**config.mk**
```make
export PLATFORM = sky130hd
export DESIGN_NAME = ddr2_init_seq
export DESIGN_NICKNAME = d
export VERILOG_FILES = /design/src/rtl/ddr2_init_pkg.sv /design/src/rtl/ddr2_init_timer.sv /design/src/rtl/ddr2_init_fsm.sv /design/src/rtl/ddr2_init_cmd_drv.sv /design/src/rtl/ddr2_init_seq.sv
export SDC_FILE = /design/constraint.sdc
export NUM_CORES = 1
export LEC_CHECK = 0
export BUFFER_PORTS_ARGS = -buffer_cell sky130_fd_sc_hd__buf_2
export CAP_MARGIN = 20
export CORE_UTILIZATION = 30
export CTS_CLUSTER_DIAMETER = 200
export DETAILED_ROUTE_END_ITERATION = 10
export GPL_ROUTABILITY_DRIVEN = 0
export PLACE_DENSITY_LB_ADDON = 0.08
export SLEW_MARGIN = 20
export SYNTH_ARGS = -nofsm -noshare
export SYNTH_HDL_FRONTEND = slang
export SYNTH_SLANG_ARGS = --single-unit
```
**constraint.sdc**
```tcl
create_clock -name clk -period 4.4 [get_ports clk]
set_clock_uncertainty 0.15 [all_clocks]
set_input_delay 0.44 -clock clk [delete_from_list [all_inputs] [get_ports clk]]
set_output_delay 0.44 -clock clk [all_outputs]
set_load 0.05 [all_outputs]
```
**src/rtl/ddr2_init_pkg.sv**
```systemverilog
package ddr2_init_pkg;

    // {cs_n, ras_n, cas_n, we_n}
    typedef enum logic [3:0] {
        CMD_LMR = 4'b0000,
        CMD_REF = 4'b0001,
        CMD_PRE = 4'b0010,
        CMD_NOP = 4'b0111
    } cmd_e;

    // order matters: the sequence only advances by one step or returns to ST_OFF
    typedef enum logic [2:0] {
        ST_OFF      = 3'd0,
        ST_HOLD     = 3'd1,
        ST_CKE_WAIT = 3'd2,
        ST_PRE_WAIT = 3'd3,
        ST_REF_WAIT = 3'd4,
        ST_MR_WAIT  = 3'd5,
        ST_EMR_WAIT = 3'd6,
        ST_DONE     = 3'd7
    } seq_state_e;

    localparam int ALL_BANKS_BIT = 10;
    localparam int OPMODE_BIT    = 7;
    localparam int DLL_OFF_BIT   = 0;

    function automatic int max_of(input int a, input int b);
        return (a > b) ? a : b;
    endfunction

endpackage

```
**src/rtl/ddr2_init_timer.sv**
```systemverilog
module ddr2_init_timer #(
    parameter int CNT_W = 8
) (
    input  logic             clk,
    input  logic             rst_n,
    input  logic             load_i,
    input  logic [CNT_W-1:0] load_val_i,
    output logic             expired_o
);

    typedef struct packed {
        logic [CNT_W-1:0] cnt;
    } tmr_regs_t;

    tmr_regs_t r_d, r_q;

    always_comb begin
        r_d = r_q;
        if (load_i) begin
            r_d.cnt = load_val_i;
        end else if (r_q.cnt != '0) begin
            r_d.cnt = r_q.cnt - CNT_W'(1);
        end
    end

    always_ff @(posedge clk) begin
        if (!rst_n) begin
            r_q <= '0;
        end else begin
            r_q <= r_d;
        end
    end

    assign expired_o = (r_q.cnt == '0);

    // an idle counter must not wrap around (gap lengths in R4..R8)
    p_timer_rest_r5: assert property (@(posedge clk) disable iff (!rst_n)
        (!load_i && expired_o) |=> expired_o);

endmodule

```
**src/rtl/ddr2_init_fsm.sv**
```systemverilog
module ddr2_init_fsm
    import ddr2_init_pkg::*;
#(
    parameter int T_STABLE_CYC = 80000,
    parameter int T_CKE_CYC    = 160,
    parameter int T_RP_CYC     = 5,
    parameter int T_RFC_CYC    = 42,
    parameter int T_MRD_CYC    = 2,
    parameter int NUM_REF      = 2,
    parameter int CNT_W        = 17
) (
    input  logic             clk,
    input  logic             rst_n,
    input  logic             pwr_ok_i,
    input  logic             clk_ok_i,
    input  logic             expired_i,
    output logic             load_o,
    output logic [CNT_W-1:0] load_val_o,
    output logic             cke_o,
    output cmd_e             cmd_o,
    output logic             emr_sel_o,
    output logic             done_o
);

    localparam int RC_W = $clog2(NUM_REF + 1);

    // a command at cycle c with load value L lets the next one appear at c + L + 1
    localparam logic [CNT_W-1:0] LD_STABLE = CNT_W'(T_STABLE_CYC - 1);
    localparam logic [CNT_W-1:0] LD_CKE    = CNT_W'(T_CKE_CYC - 1);
    localparam logic [CNT_W-1:0] LD_RP     = CNT_W'(T_RP_CYC - 1);
    localparam logic [CNT_W-1:0] LD_RFC    = CNT_W'(T_RFC_CYC - 1);
    localparam logic [CNT_W-1:0] LD_MRD    = CNT_W'(T_MRD_CYC - 1);
    localparam logic [RC_W-1:0]  REF_LAST  = RC_W'(NUM_REF);

    typedef struct packed {
        seq_state_e      st;
        logic [RC_W-1:0] refs;
    } fsm_regs_t;

    fsm_regs_t r_d, r_q;

    always_comb begin
        r_d        = r_q;
        load_o     = 1'b0;
        load_val_o = '0;
        cke_o      = (r_q.st != ST_OFF) && (r_q.st != ST_HOLD);
        cmd_o      = CMD_NOP;
        emr_sel_o  = 1'b0;
        done_o     = (r_q.st == ST_DONE);

        if (!pwr_ok_i) begin
            r_d.st   = ST_OFF;
            r_d.refs = '0;
            cke_o    = 1'b0;
            done_o   = 1'b0;
        end else begin
            unique case (r_q.st)
                ST_OFF: begin
                    if (clk_ok_i) begin
                        load_o     = 1'b1;
                        load_val_o = LD_STABLE;
                        r_d.st     = ST_HOLD;
                    end
                end
                ST_HOLD: begin
                    if (expired_i) begin
                        cke_o      = 1'b1;
                        load_o     = 1'b1;
                        load_val_o = LD_CKE;
                        r_d.st     = ST_CKE_WAIT;
                    end
                end
                ST_CKE_WAIT: begin
                    if (expired_i) begin
                        cmd_o      = CMD_PRE;
                        load_o     = 1'b1;
                        load_val_o = LD_RP;
                        r_d.st     = ST_PRE_WAIT;
                    end
                end
                ST_PRE_WAIT: begin
                    if (expired_i) begin
                        cmd_o      = CMD_REF;
                        load_o     = 1'b1;
                        load_val_o = LD_RFC;
                        r_d.refs   = RC_W'(1);
                        r_d.st     = ST_REF_WAIT;
                    end
                end
                ST_REF_WAIT: begin
                    if (expired_i) begin
                        load_o = 1'b1;
                        if (r_q.refs < REF_LAST) begin
                            cmd_o      = CMD_REF;
                            load_val_o = LD_RFC;
                            r_d.refs   = r_q.refs + RC_W'(1);
                        end else begin
                            cmd_o      = CMD_LMR;
                            load_val_o = LD_MRD;
                            r_d.st     = ST_MR_WAIT;
                        end
                    end
                end
                ST_MR_WAIT: begin
                    if (expired_i) begin
                        cmd_o      = CMD_LMR;
                        emr_sel_o  = 1'b1;
                        load_o     = 1'b1;
                        load_val_o = LD_MRD;
                        r_d.st     = ST_EMR_WAIT;
                    end
                end
                ST_EMR_WAIT: begin
                    if (expired_i) begin
                        done_o = 1'b1;
                        r_d.st = ST_DONE;
                    end
                end
                ST_DONE: begin
                end
                default: begin
                    r_d.st = ST_OFF;
                end
            endcase
        end
    end

    always_ff @(posedge clk) begin
        if (!rst_n) begin
            r_q.st   <= ST_OFF;
            r_q.refs <= '0;
        end else begin
            r_q <= r_d;
        end
    end

    // sequence order fixed: advance one step or restart
    p_step_order_r9: assert property (@(posedge clk) disable iff (!rst_n)
        (r_q.st != $past(r_q.st)) |->
            ((r_q.st == ST_OFF) || (3'(r_q.st) == 3'($past(r_q.st)) + 3'd1)));

    // refresh count never passes the configured number
    p_ref_bound_r5: assert property (@(posedge clk) disable iff (!rst_n)
        r_q.refs <= REF_LAST);

    // mode registers only after all refreshes
    p_mr_after_refs_r6: assert property (@(posedge clk) disable iff (!rst_n)
        (r_q.st == ST_MR_WAIT) |-> (r_q.refs == REF_LAST));

endmodule

```
**src/rtl/ddr2_init_cmd_drv.sv**
```systemverilog
module ddr2_init_cmd_drv
    import ddr2_init_pkg::*;
#(
    parameter int ADDR_W = 14,
    parameter int BA_W   = 2
) (
    input  logic              clk,
    input  logic              rst_n,
    input  logic              cke_i,
    input  cmd_e              cmd_i,
    input  logic              emr_sel_i,
    input  logic              done_i,
    input  logic [ADDR_W-1:0] mr_value_i,
    input  logic [ADDR_W-1:0] emr_value_i,
    output logic              cke_o,
    output cmd_e              cmd_o,
    output logic [BA_W-1:0]   ba_o,
    output logic [ADDR_W-1:0] addr_o,
    output logic              done_o
);

    localparam logic [ADDR_W-1:0] PRE_ALL_WORD = ADDR_W'(1) << ALL_BANKS_BIT;
    localparam logic [ADDR_W-1:0] MR_KEEP      = ~(ADDR_W'(1) << OPMODE_BIT);
    localparam logic [ADDR_W-1:0] EMR_KEEP     = ~(ADDR_W'(1) << DLL_OFF_BIT);

    typedef struct packed {
        logic              cke;
        cmd_e              cmd;
        logic [BA_W-1:0]   ba;
        logic [ADDR_W-1:0] addr;
        logic              done;
    } bus_regs_t;

    bus_regs_t r_d, r_q;

    always_comb begin
        r_d.cke  = cke_i;
        r_d.cmd  = cmd_i;
        r_d.done = done_i;
        r_d.ba   = '0;
        r_d.addr = '0;
        unique case (cmd_i)
            CMD_PRE: r_d.addr = PRE_ALL_WORD;
            CMD_LMR: begin
                if (emr_sel_i) begin
                    r_d.ba   = BA_W'(1);
                    r_d.addr = emr_value_i & EMR_KEEP;
                end else begin
                    r_d.addr = mr_value_i & MR_KEEP;
                end
            end
            default: begin
            end
        endcase
    end

    always_ff @(posedge clk) begin
        if (!rst_n) begin
            r_q.cke  <= 1'b0;
            r_q.cmd  <= CMD_NOP;
            r_q.ba   <= '0;
            r_q.addr <= '0;
            r_q.done <= 1'b0;
        end else begin
            r_q <= r_d;
        end
    end

    assign cke_o  = r_q.cke;
    assign cmd_o  = r_q.cmd;
    assign ba_o   = r_q.ba;
    assign addr_o = r_q.addr;
    assign done_o = r_q.done;

    p_cmd_needs_cke_r3: assert property (@(posedge clk) disable iff (!rst_n)
        (r_q.cmd != CMD_NOP) |-> r_q.cke);

    p_pre_all_banks_r4: assert property (@(posedge clk) disable iff (!rst_n)
        (r_q.cmd == CMD_PRE) |-> r_q.addr[ALL_BANKS_BIT]);

    p_ref_cke_high_r5: assert property (@(posedge clk) disable iff (!rst_n)
        (r_q.cmd == CMD_REF) |-> (r_q.cke && $past(r_q.cke)));

    p_mr_normal_mode_r6: assert property (@(posedge clk) disable iff (!rst_n)
        (r_q.cmd == CMD_LMR && r_q.ba == '0) |-> !r_q.addr[OPMODE_BIT]);

    p_emr_dll_on_r7: assert property (@(posedge clk) disable iff (!rst_n)
        (r_q.cmd == CMD_LMR && r_q.ba == BA_W'(1)) |-> !r_q.addr[DLL_OFF_BIT]);

    p_done_quiet_r8: assert property (@(posedge clk) disable iff (!rst_n)
        r_q.done |-> (r_q.cmd == CMD_NOP && r_q.cke));

endmodule

```
**src/rtl/ddr2_init_seq.sv**
```systemverilog
module ddr2_init_seq
    import ddr2_init_pkg::*;
#(
    parameter int T_STABLE_CYC = 80000,
    parameter int T_CKE_CYC    = 160,
    parameter int T_RP_CYC     = 5,
    parameter int T_RFC_CYC    = 42,
    parameter int T_MRD_CYC    = 2,
    parameter int NUM_REF      = 2,
    parameter int ADDR_W       = 14,
    parameter int BA_W         = 2
) (
    input  logic              clk,
    input  logic              rst_n,
    input  logic              pwr_ok,
    input  logic              clk_ok,
    input  logic [ADDR_W-1:0] mr_value,
    input  logic [ADDR_W-1:0] emr_value,
    output logic              cke,
    output logic              cs_n,
    output logic              ras_n,
    output logic              cas_n,
    output logic              we_n,
    output logic [BA_W-1:0]   ba,
    output logic [ADDR_W-1:0] addr,
    output logic              odt,
    output logic              init_done
);

    localparam int MAX_WAIT = max_of(max_of(T_STABLE_CYC, T_CKE_CYC),
                                     max_of(max_of(T_RP_CYC, T_RFC_CYC), T_MRD_CYC));
    localparam int CNT_W    = $clog2(MAX_WAIT + 1);

    logic             tmr_load;
    logic [CNT_W-1:0] tmr_val;
    logic             tmr_expired;
    logic             req_cke;
    cmd_e             req_cmd;
    logic             req_emr;
    logic             req_done;
    cmd_e             bus_cmd;

    ddr2_init_timer #(
        .CNT_W (CNT_W)
    ) u_timer (
        .clk        (clk),
        .rst_n      (rst_n),
        .load_i     (tmr_load),
        .load_val_i (tmr_val),
        .expired_o  (tmr_expired)
    );

    ddr2_init_fsm #(
        .T_STABLE_CYC (T_STABLE_CYC),
        .T_CKE_CYC    (T_CKE_CYC),
        .T_RP_CYC     (T_RP_CYC),
        .T_RFC_CYC    (T_RFC_CYC),
        .T_MRD_CYC    (T_MRD_CYC),
        .NUM_REF      (NUM_REF),
        .CNT_W        (CNT_W)
    ) u_fsm (
        .clk        (clk),
        .rst_n      (rst_n),
        .pwr_ok_i   (pwr_ok),
        .clk_ok_i   (clk_ok),
        .expired_i  (tmr_expired),
        .load_o     (tmr_load),
        .load_val_o (tmr_val),
        .cke_o      (req_cke),
        .cmd_o      (req_cmd),
        .emr_sel_o  (req_emr),
        .done_o     (req_done)
    );

    ddr2_init_cmd_drv #(
        .ADDR_W (ADDR_W),
        .BA_W   (BA_W)
    ) u_drv (
        .clk         (clk),
        .rst_n       (rst_n),
        .cke_i       (req_cke),
        .cmd_i       (req_cmd),
        .emr_sel_i   (req_emr),
        .done_i      (req_done),
        .mr_value_i  (mr_value),
        .emr_value_i (emr_value),
        .cke_o       (cke),
        .cmd_o       (bus_cmd),
        .ba_o        (ba),
        .addr_o      (addr),
        .done_o      (init_done)
    );

    assign {cs_n, ras_n, cas_n, we_n} = bus_cmd;
    assign odt = 1'b0;

    // power loss clears the bus on the next cycle
    p_power_loss_r9: assert property (@(posedge clk) disable iff (!rst_n)
        !pwr_ok |=> (!cke && !init_done && {cs_n, ras_n, cas_n, we_n} == 4'b0111));

    // ready flag is sticky while power stays good
    p_done_sticky_r8: assert property (@(posedge clk) disable iff (!rst_n)
        (init_done && pwr_ok) |=> init_done);

    // clock enable, once up, stays up while power is good
    p_cke_steady_r2: assert property (@(posedge clk) disable iff (!rst_n)
        (cke && pwr_ok) |=> cke);

endmodule

```
==> results of run 1 <==
synth_stat cells, types with 3 or more instances:
master,number,area [um^2]
sky130_fd_sc_hd__inv_1,6,22.5
sky130_fd_sc_hd__a21oi_2,9,78.8
sky130_fd_sc_hd__nor4_2,3,37.5
sky130_fd_sc_hd__o221a_2,7,78.8
sky130_fd_sc_hd__a21oi_1,12,60.1
sky130_fd_sc_hd__nand3_1,6,30.0
sky130_fd_sc_hd__nor2_1,16,60.1
sky130_fd_sc_hd__xnor2_1,8,70.1
sky130_fd_sc_hd__nor2b_1,3,18.8
sky130_fd_sc_hd__and3_1,7,43.8
sky130_fd_sc_hd__or3_1,6,37.5
sky130_fd_sc_hd__nand2_1,37,139
sky130_fd_sc_hd__a211oi_1,3,22.5
sky130_fd_sc_hd__nor3_1,11,55.1
sky130_fd_sc_hd__clkbuf_1,12,45.0
sky130_fd_sc_hd__or4_1,4,30.0
sky130_fd_sc_hd__buf_4,4,30.0
sky130_fd_sc_hd__buf_2,4,20.0
sky130_fd_sc_hd__xor2_1,6,52.6
sky130_fd_sc_hd__o21ai_0,7,35.0
sky130_fd_sc_hd__dfxtp_1,42,841
metal layers:
| metal | track usage (%) | part of all wire, % |
|---|---|---|
| met5 | 0 | 0 |
| met1 | 19.9 | 49 |
| met2 | 21.6 | 45 |
| met4 | 3.87 | 0.82 |
| met3 | 3.89 | 4.5 |
logic make-up after synthesis:
kind of cell,after synthesis,synth area share [%]
AND/OR/NAND/NOR,112,28.9
flip-flops,42,38.4
buffers and inverters,28,6.06
other,1,0.171
multiplexers,3,1.43
AO/OA/AOI/OAI,52,18.2
adder cells (fa/ha/maj),2,1.14
XOR/XNOR,14,5.61
through the flow:
step                util, %  instances  area [um^2]  hold WS [ps]
floorplan                 -        256         2190           390
global placement       35.7        381         2460           412
detailed placement     35.7        381         2460           420
CTS                    37.0        389         2560           198
global route           37.0        389         2560           199
finish                 37.0        389         2560           209
registers in the layout, summed over array words and instances, names as in the netlist:
| name | count |
|---|---|
| u_drv.cke_o | 1 |
| u_drv.done_o | 1 |
| u_drv.ba_o | 1 |
| u_drv.addr_o | 14 |
| u_fsm.r_q | 5 |
| u_timer.r_q | 17 |
| u_drv.cmd_o | 3 |
worst max-delay path by stage:
stage | from | endpoint
CTS | u_timer.r_q[0] | u_timer.r_q[6]
detailed placement | u_timer.r_q[0] | u_timer.r_q[6]
global route | u_timer.r_q[0] | u_drv.addr_o[4]
global placement | u_timer.r_q[0] | u_timer.r_q[6]
floorplan | u_timer.r_q[4] | u_timer.r_q[11]
finish | u_timer.r_q[0] | u_timer.r_q[6]
area by class of cell:
cell class / instances / area [um^2] / area share (%)
Clock buffer: 7 / 86.3 / 3.38
Timing Repair Buffer: 51 / 260 / 10.2
Clock inverter: 1 / 5.00 / 0.196
Sequential cell: 42 / 841 / 32.9
Inverter: 6 / 22.5 / 0.881
Tap cell: 96 / 120 / 4.70
Multi-Input combinational cell: 186 / 1220 / 47.8
power by group through the flow:
stage	combinational (mW)	sequential, mW	clock (mW)
after floorplan	0.450	0.519	0
after detailed placement	0.530	0.537	0
after global routing	0.592	0.541	0.288
after CTS	0.535	0.529	0.275
final	0.530	0.530	0.260
after global placement	0.535	0.538	0
worst max-delay path, cell delays in order, from the launching register on:
cell	delay (ps)
sky130_fd_sc_hd__dfxtp_1	330
sky130_fd_sc_hd__inv_1	120
sky130_fd_sc_hd__ha_1	150
sky130_fd_sc_hd__nor4b_2	270
sky130_fd_sc_hd__and4_1	640
sky130_fd_sc_hd__a21oi_1	100
sky130_fd_sc_hd__o41ai_2	460
sky130_fd_sc_hd__o221a_2	290
==> flow_results.xml, run 1 <==
<?xml version="1.0" encoding="UTF-8"?>
<metrics>
  <group name="layout">
    <metric name="ratio_of_cells_with_drive_above_1_in_the_final_layout" unit="%">30.7</metric>
    <metric name="fillerInstances" unit="">744</metric>
    <metric name="final_cell_mix" unit="">49 x sky130_fd_sc_hd__buf_2, 42 x sky130_fd_sc_hd__dfxtp_1, 37 x sky130_fd_sc_hd__nand2_1, 16 x sky130_fd_sc_hd__nor2_1, 12 x sky130_fd_sc_hd__a21oi_1</metric>
    <metric name="area_growth_syn_to_layout" unit="%">16.9</metric>
    <metric name="layout.cells.most_common" unit="">sky130_fd_sc_hd__buf_2</metric>
    <metric name="antennaDiodeCount" unit="">0</metric>
    <metric name="layout.nets" unit="">326</metric>
  </group>
  <group name="clock_tree">
    <metric name="numClockSinks" unit="">42</metric>
    <metric name="post_cts_hold_buffer_count" unit="">0</metric>
    <metric name="cts_max_level" unit="">2</metric>
    <metric name="cts_root_buf" unit="">sky130_fd_sc_hd__clkbuf_8</metric>
    <metric name="post_cts_setup_repair_bufs" unit="">0</metric>
    <metric name="cts.repair.resized" unit="">0</metric>
    <metric name="clkSlewWorstSetupHoldPaths" unit="ps">80</metric>
    <metric name="number_of_cts_inserted_buffers" unit="">5</metric>
    <metric name="tritoncts" unit="">built</metric>
    <metric name="insertion_delay" unit="ps">290</metric>
    <metric name="cts-root-to-sink-buffers" unit="">2</metric>
  </group>
  <group name="critical_path">
    <metric name="timing.critical_path.arrival" unit="ps">2660</metric>
    <metric name="r2r-end" unit="">u_timer.r_q[6]</metric>
    <metric name="worst_r2r_path_depth" unit="">7</metric>
    <metric name="regToRegSetupSlack" unit="ps">1830</metric>
    <metric name="regToRegStartpoint" unit="">u_timer.r_q[0]</metric>
    <metric name="path_max_fanout" unit="">16</metric>
    <metric name="worstSetupStartpointType" unit="">register</metric>
    <metric name="worst_setup_ep_type" unit="">register</metric>
    <metric name="worst_ep_required_time" unit="ps">4490</metric>
    <metric name="critical_path_class" unit="">reg2reg</metric>
  </group>
  <group name="place">
    <metric name="place_hpwl" unit="mm">3.64</metric>
    <metric name="dpl_worst_slack" unit="ps">1820</metric>
    <metric name="io_buffer_count" unit="">49</metric>
  </group>
  <group name="logic_synthesis">
    <metric name="post_synth_arst_share" unit="%">0</metric>
    <metric name="ys.flop_type" unit="">sky130_fd_sc_hd__dfxtp_1</metric>
    <metric name="synth_warnings" unit="">0</metric>
    <metric name="yosys_register_bits" unit="">42</metric>
    <metric name="synth-edff-count" unit="">0</metric>
    <metric name="syn_area_per_cell" unit="um^2">8.61</metric>
    <metric name="synth.lib_cells_used.distinct" unit="">52</metric>
    <metric name="netlist_area" unit="um^2">2190</metric>
    <metric name="synth_cells" unit="">254</metric>
    <metric name="synth_seq_area_share" unit="%">38.4</metric>
  </group>
  <group name="power_and_ir_drop">
    <metric name="share_of_total_power_in_sequential_cells" unit="%">40.2</metric>
    <metric name="worst_vdd_drop" unit="mV">0.196</metric>
    <metric name="power.density" unit="nW/um^2">516</metric>
    <metric name="p_switching" unit="mW">0.492</metric>
    <metric name="leakage" unit="nW">1.04</metric>
    <metric name="sw_frac_of_total" unit="%">37.3</metric>
    <metric name="share_clk_of_total_power" unit="%">19.7</metric>
    <metric name="power.combinational.fraction" unit="%">40.1</metric>
    <metric name="report.power.total" unit="mW">1.32</metric>
    <metric name="p_int" unit="mW">0.828</metric>
  </group>
  <group name="grt">
    <metric name="first_global_vias" unit="">1674</metric>
    <metric name="grt_start_max_net_pins" unit="">20</metric>
    <metric name="number_of_antenna_violations_at_the_first_check_in_global_routing" unit="">0</metric>
    <metric name="gr_usage_total" unit="%">14.3</metric>
    <metric name="grt.overflow.total" unit="">0</metric>
    <metric name="grt_first_pass_wirelength" unit="mm">8.43</metric>
  </group>
  <group name="sta">
    <metric name="timing.final.crit_period" unit="ps">2570</metric>
    <metric name="timing.max_slew.rel_slack" unit="%">49.8</metric>
    <metric name="final-hold-violation-count" unit="">0</metric>
    <metric name="rsz0062_at_grt" unit="">no</metric>
    <metric name="post-route-worst-setup-slack" unit="ps">1830</metric>
    <metric name="timing_worst_slew_pin_value" unit="ps">750</metric>
    <metric name="achievable-frequency" unit="MHz">389</metric>
    <metric name="finalSetupViolCount" unit="">0</metric>
    <metric name="final_worst_path_cycle_share" unit="%">58.5</metric>
    <metric name="slew_viol_final" unit="">0</metric>
    <metric name="finalSetupTns" unit="ps">0</metric>
  </group>
  <group name="route">
    <metric name="postRouteWirelength" unit="mm">5.26</metric>
    <metric name="route.detailed.drc" unit="">0</metric>
    <metric name="vias_per_cell" unit="">4.77</metric>
    <metric name="drtPass1Iterations" unit="">4</metric>
    <metric name="ant_nets" unit="">0</metric>
    <metric name="route.detailed.wl_per_inst" unit="um">13.5</metric>
    <metric name="dr_total_vias" unit="">1857</metric>
    <metric name="dr.first_iter.drc_count" unit="">82</metric>
  </group>
  <group name="min_path">
    <metric name="hold_path_end" unit="">u_drv.addr_o[7]</metric>
    <metric name="hold_start" unit="">emr_value[7]</metric>
    <metric name="worst_hold_path.num_cells" unit="">3</metric>
    <metric name="hp-class" unit="">in2reg</metric>
  </group>
  <group name="floorplanning">
    <metric name="i_o_pin_total" unit="">55</metric>
    <metric name="num_rows" unit="">30</metric>
    <metric name="design.die.area" unit="um^2">7640</metric>
    <metric name="fp.dieW" unit="um">87.4</metric>
    <metric name="initial_cell_density_of_the_core" unit="%">31.7</metric>
    <metric name="fp.coreArea" unit="um^2">6910</metric>
    <metric name="floorplan.die.height" unit="um">87.4</metric>
  </group>
  <group name="status">
    <metric name="status" unit="">completed</metric>
  </group>
  <group name="run">
    <metric name="max_cap_violations" unit="">0</metric>
  </group>
</metrics>
(Power assumes the default switching activity.)
==> run 2: changes to the inputs <==
- clock period: 4.4 -> 2.1 ns (I/O delays scaled with it)
==> run 2 against run 1 <==
Critical path depth is 1 lower. Cell area is 20% higher. Clock power is 110% higher. Via count is 12% higher. Utilization is 7.3 points higher. Largest power group is now combinational logic. Critical endpoint unchanged. Sequential cell count stayed put. First-iteration DRC count is 6.1% lower. Worst hold slack worse by 200 ps. Die area stayed put. Combinational power grew to 3.2 times the previous value. Final cell count is 14% higher. Critical path type unchanged.
==> flow_results.xml, run 2 (synthesis gave the netlist of run 1 again) <==
<?xml version="1.0" encoding="UTF-8"?>
<metrics>
  <group name="sta">
    <metric name="slew_viol_final" unit="">0</metric>
    <metric name="timing.final.crit_period" unit="ps">2050</metric>
    <metric name="finalSetupViolCount" unit="">0</metric>
    <metric name="final-hold-violation-count" unit="">0</metric>
    <metric name="rsz0062_at_grt" unit="">yes</metric>
    <metric name="post-route-worst-setup-slack" unit="ps">49.5</metric>
    <metric name="final_worst_path_cycle_share" unit="%">97.6</metric>
    <metric name="achievable-frequency" unit="MHz">488</metric>
    <metric name="whs" unit="ps">9.66</metric>
  </group>
  <group name="layout">
    <metric name="area_growth_syn_to_layout" unit="%">40.0</metric>
    <metric name="fin_area" unit="um^2">3060</metric>
    <metric name="largest_register_ffs" unit="">17</metric>
    <metric name="end_of_flow_core_utilization" unit="%">44.3</metric>
    <metric name="ratio_of_cells_with_drive_above_1_in_the_final_layout" unit="%">42.2</metric>
    <metric name="final_cell_mix" unit="">49 x sky130_fd_sc_hd__buf_2, 46 x sky130_fd_sc_hd__buf_4, 39 x sky130_fd_sc_hd__dfxtp_1, 37 x sky130_fd_sc_hd__nand2_1, 16 x sky130_fd_sc_hd__nor2_1</metric>
    <metric name="antennaDiodeCount" unit="">0</metric>
    <metric name="layout.cells.most_common" unit="">sky130_fd_sc_hd__buf_2</metric>
    <metric name="layout.nets" unit="">381</metric>
    <metric name="most_flop_heavy_register" unit="">u_timer.r_q</metric>
  </group>
  <group name="min_path">
    <metric name="hp-class" unit="">in2reg</metric>
  </group>
  <group name="route">
    <metric name="ant_nets" unit="">0</metric>
    <metric name="dr.first_iter.drc_count" unit="">77</metric>
    <metric name="postRouteWirelength" unit="mm">5.76</metric>
    <metric name="route.detailed.drc" unit="">0</metric>
    <metric name="drtPass1Iterations" unit="">4</metric>
    <metric name="vias_per_cell" unit="">4.69</metric>
    <metric name="route.detailed.wl_per_inst" unit="um">13.0</metric>
    <metric name="dr_total_vias" unit="">2084</metric>
  </group>
  <group name="grt">
    <metric name="grt.overflow.total" unit="">0</metric>
    <metric name="first_global_vias" unit="">1933</metric>
    <metric name="number_of_antenna_violations_at_the_first_check_in_global_routing" unit="">0</metric>
    <metric name="grt_first_pass_wirelength" unit="mm">9.20</metric>
    <metric name="grt_start_max_net_pins" unit="">19</metric>
    <metric name="gr_usage_total" unit="%">15.6</metric>
  </group>
  <group name="place">
    <metric name="detailed_place.area" unit="um^2">2750</metric>
    <metric name="place_hpwl" unit="mm">4.24</metric>
    <metric name="io_buffer_count" unit="">49</metric>
    <metric name="dpl_worst_slack" unit="ps">-85.3</metric>
  </group>
  <group name="power_and_ir_drop">
    <metric name="p_int" unit="mW">2.15</metric>
    <metric name="worst_vdd_drop" unit="mV">0.444</metric>
    <metric name="leakage" unit="nW">1.31</metric>
    <metric name="sw_frac_of_total" unit="%">35.5</metric>
    <metric name="power.density" unit="nW/um^2">1090</metric>
    <metric name="report.power.total" unit="mW">3.33</metric>
    <metric name="share_clk_of_total_power" unit="%">16.1</metric>
    <metric name="power.combinational.fraction" unit="%">51.0</metric>
    <metric name="p_switching" unit="mW">1.18</metric>
    <metric name="share_of_total_power_in_sequential_cells" unit="%">32.9</metric>
  </group>
  <group name="floorplanning">
    <metric name="initial_cell_density_of_the_core" unit="%">31.7</metric>
    <metric name="floorplan.die.height" unit="um">87.4</metric>
    <metric name="i_o_pin_total" unit="">55</metric>
    <metric name="num_rows" unit="">30</metric>
    <metric name="fp.coreArea" unit="um^2">6910</metric>
    <metric name="fp.dieW" unit="um">87.4</metric>
    <metric name="design.die.area" unit="um^2">7640</metric>
  </group>
  <group name="critical_path">
    <metric name="timing.critical_path.arrival" unit="ps">2140</metric>
    <metric name="worst_ep_required_time" unit="ps">2190</metric>
    <metric name="worstSetupStartpointType" unit="">register</metric>
    <metric name="path_max_fanout" unit="">5</metric>
    <metric name="worst_setup_ep_type" unit="">register</metric>
    <metric name="critical_path_class" unit="">reg2reg</metric>
  </group>
  <group name="clock_tree">
    <metric name="insertion_delay" unit="ps">290</metric>
    <metric name="tritoncts" unit="">built</metric>
    <metric name="cts-root-to-sink-buffers" unit="">2</metric>
    <metric name="cts_max_level" unit="">2</metric>
    <metric name="number_of_cts_inserted_buffers" unit="">5</metric>
    <metric name="cts_root_buf" unit="">sky130_fd_sc_hd__clkbuf_8</metric>
    <metric name="clkSlewWorstSetupHoldPaths" unit="ps">80</metric>
    <metric name="numClockSinks" unit="">42</metric>
  </group>
  <group name="run">
    <metric name="max_cap_violations" unit="">0</metric>
  </group>
  <group name="status">
    <metric name="status" unit="">completed</metric>
  </group>
</metrics>
[run 2: cell types whose count changed in the layout (fill, tap and decap cells not counted), moves of 2 or more]
cell and delta:
sky130_fd_sc_hd__dlygate4sd3_1 +10, sky130_fd_sc_hd__dfxtp_2 +3, sky130_fd_sc_hd__buf_4 +44, sky130_fd_sc_hd__a21boi_0 -2
sky130_fd_sc_hd__dfxtp_1 -3, sky130_fd_sc_hd__inv_2 +2, sky130_fd_sc_hd__inv_1 -2
[run 2: per-stage QoR]
step | TNS [ps] | instances
global route | -359 | 444
floorplan | 0 | 256
detailed placement | -647 | 419
finish | 0 | 444
global placement | -1040 | 419
CTS | -190 | 438
[run 2: power by group through the flow]
stage               sequential (mW)  clock [mW]  combinational [mW]
floorplan                      1.09           0               0.942
global placement               1.09           0                1.47
detailed placement             1.08           0                1.46
CTS                            1.08       0.566                1.53
global route                   1.12       0.597                1.86
finish                         1.10       0.538                1.70
[run 2: worst paths after layout]
kind	depth (start not counted)	slack (ps)	endpoint	startpoint
worst max-delay path	6	50	u_timer.r_q[6]	u_timer.r_q[4]
worst min-delay path	3	10	u_drv.addr_o[8]	mr_value[8]
worst max register to register	6	50	u_timer.r_q[6]	u_timer.r_q[4]
worst min register to register	2	430	u_fsm.r_q[0]	u_fsm.r_q[0]
[run 2: metal layers]
layer | GRT usage (%) | part of all wire [%]
met5 | 0 | 0
met2 | 25.6 | 47
met4 | 5.07 | 1.5
met1 | 20.5 | 48
met3 | 2.94 | 3.3
[run 2: area by class of cell]
type / instances / area, um^2
Timing Repair Buffer: 106 / 702
Multi-Input combinational cell: 186 / 1280
Clock inverter: 1 / 5.00
Inverter: 6 / 22.5
Clock buffer: 7 / 86.3
Fill cell: 715 / 3840
Tap cell: 96 / 120
Sequential cell: 42 / 845
[run 2: critical path, cell delays in order, from the launching register on]
cell and delay (ps):
sky130_fd_sc_hd__dfxtp_2 340, sky130_fd_sc_hd__nor4_4 370, sky130_fd_sc_hd__and4_4 340, sky130_fd_sc_hd__a21oi_2 50
sky130_fd_sc_hd__o41ai_2 380, sky130_fd_sc_hd__buf_4 190, sky130_fd_sc_hd__o221a_2 180
[run 2: repair_timing]
action	CTS	global route
setup buffers	1	6
hold endpoints to repair	8	0
setup endpoints to repair	23	30
pin swaps	2	6
hold buffers	10	0
gates resized for setup	4	18
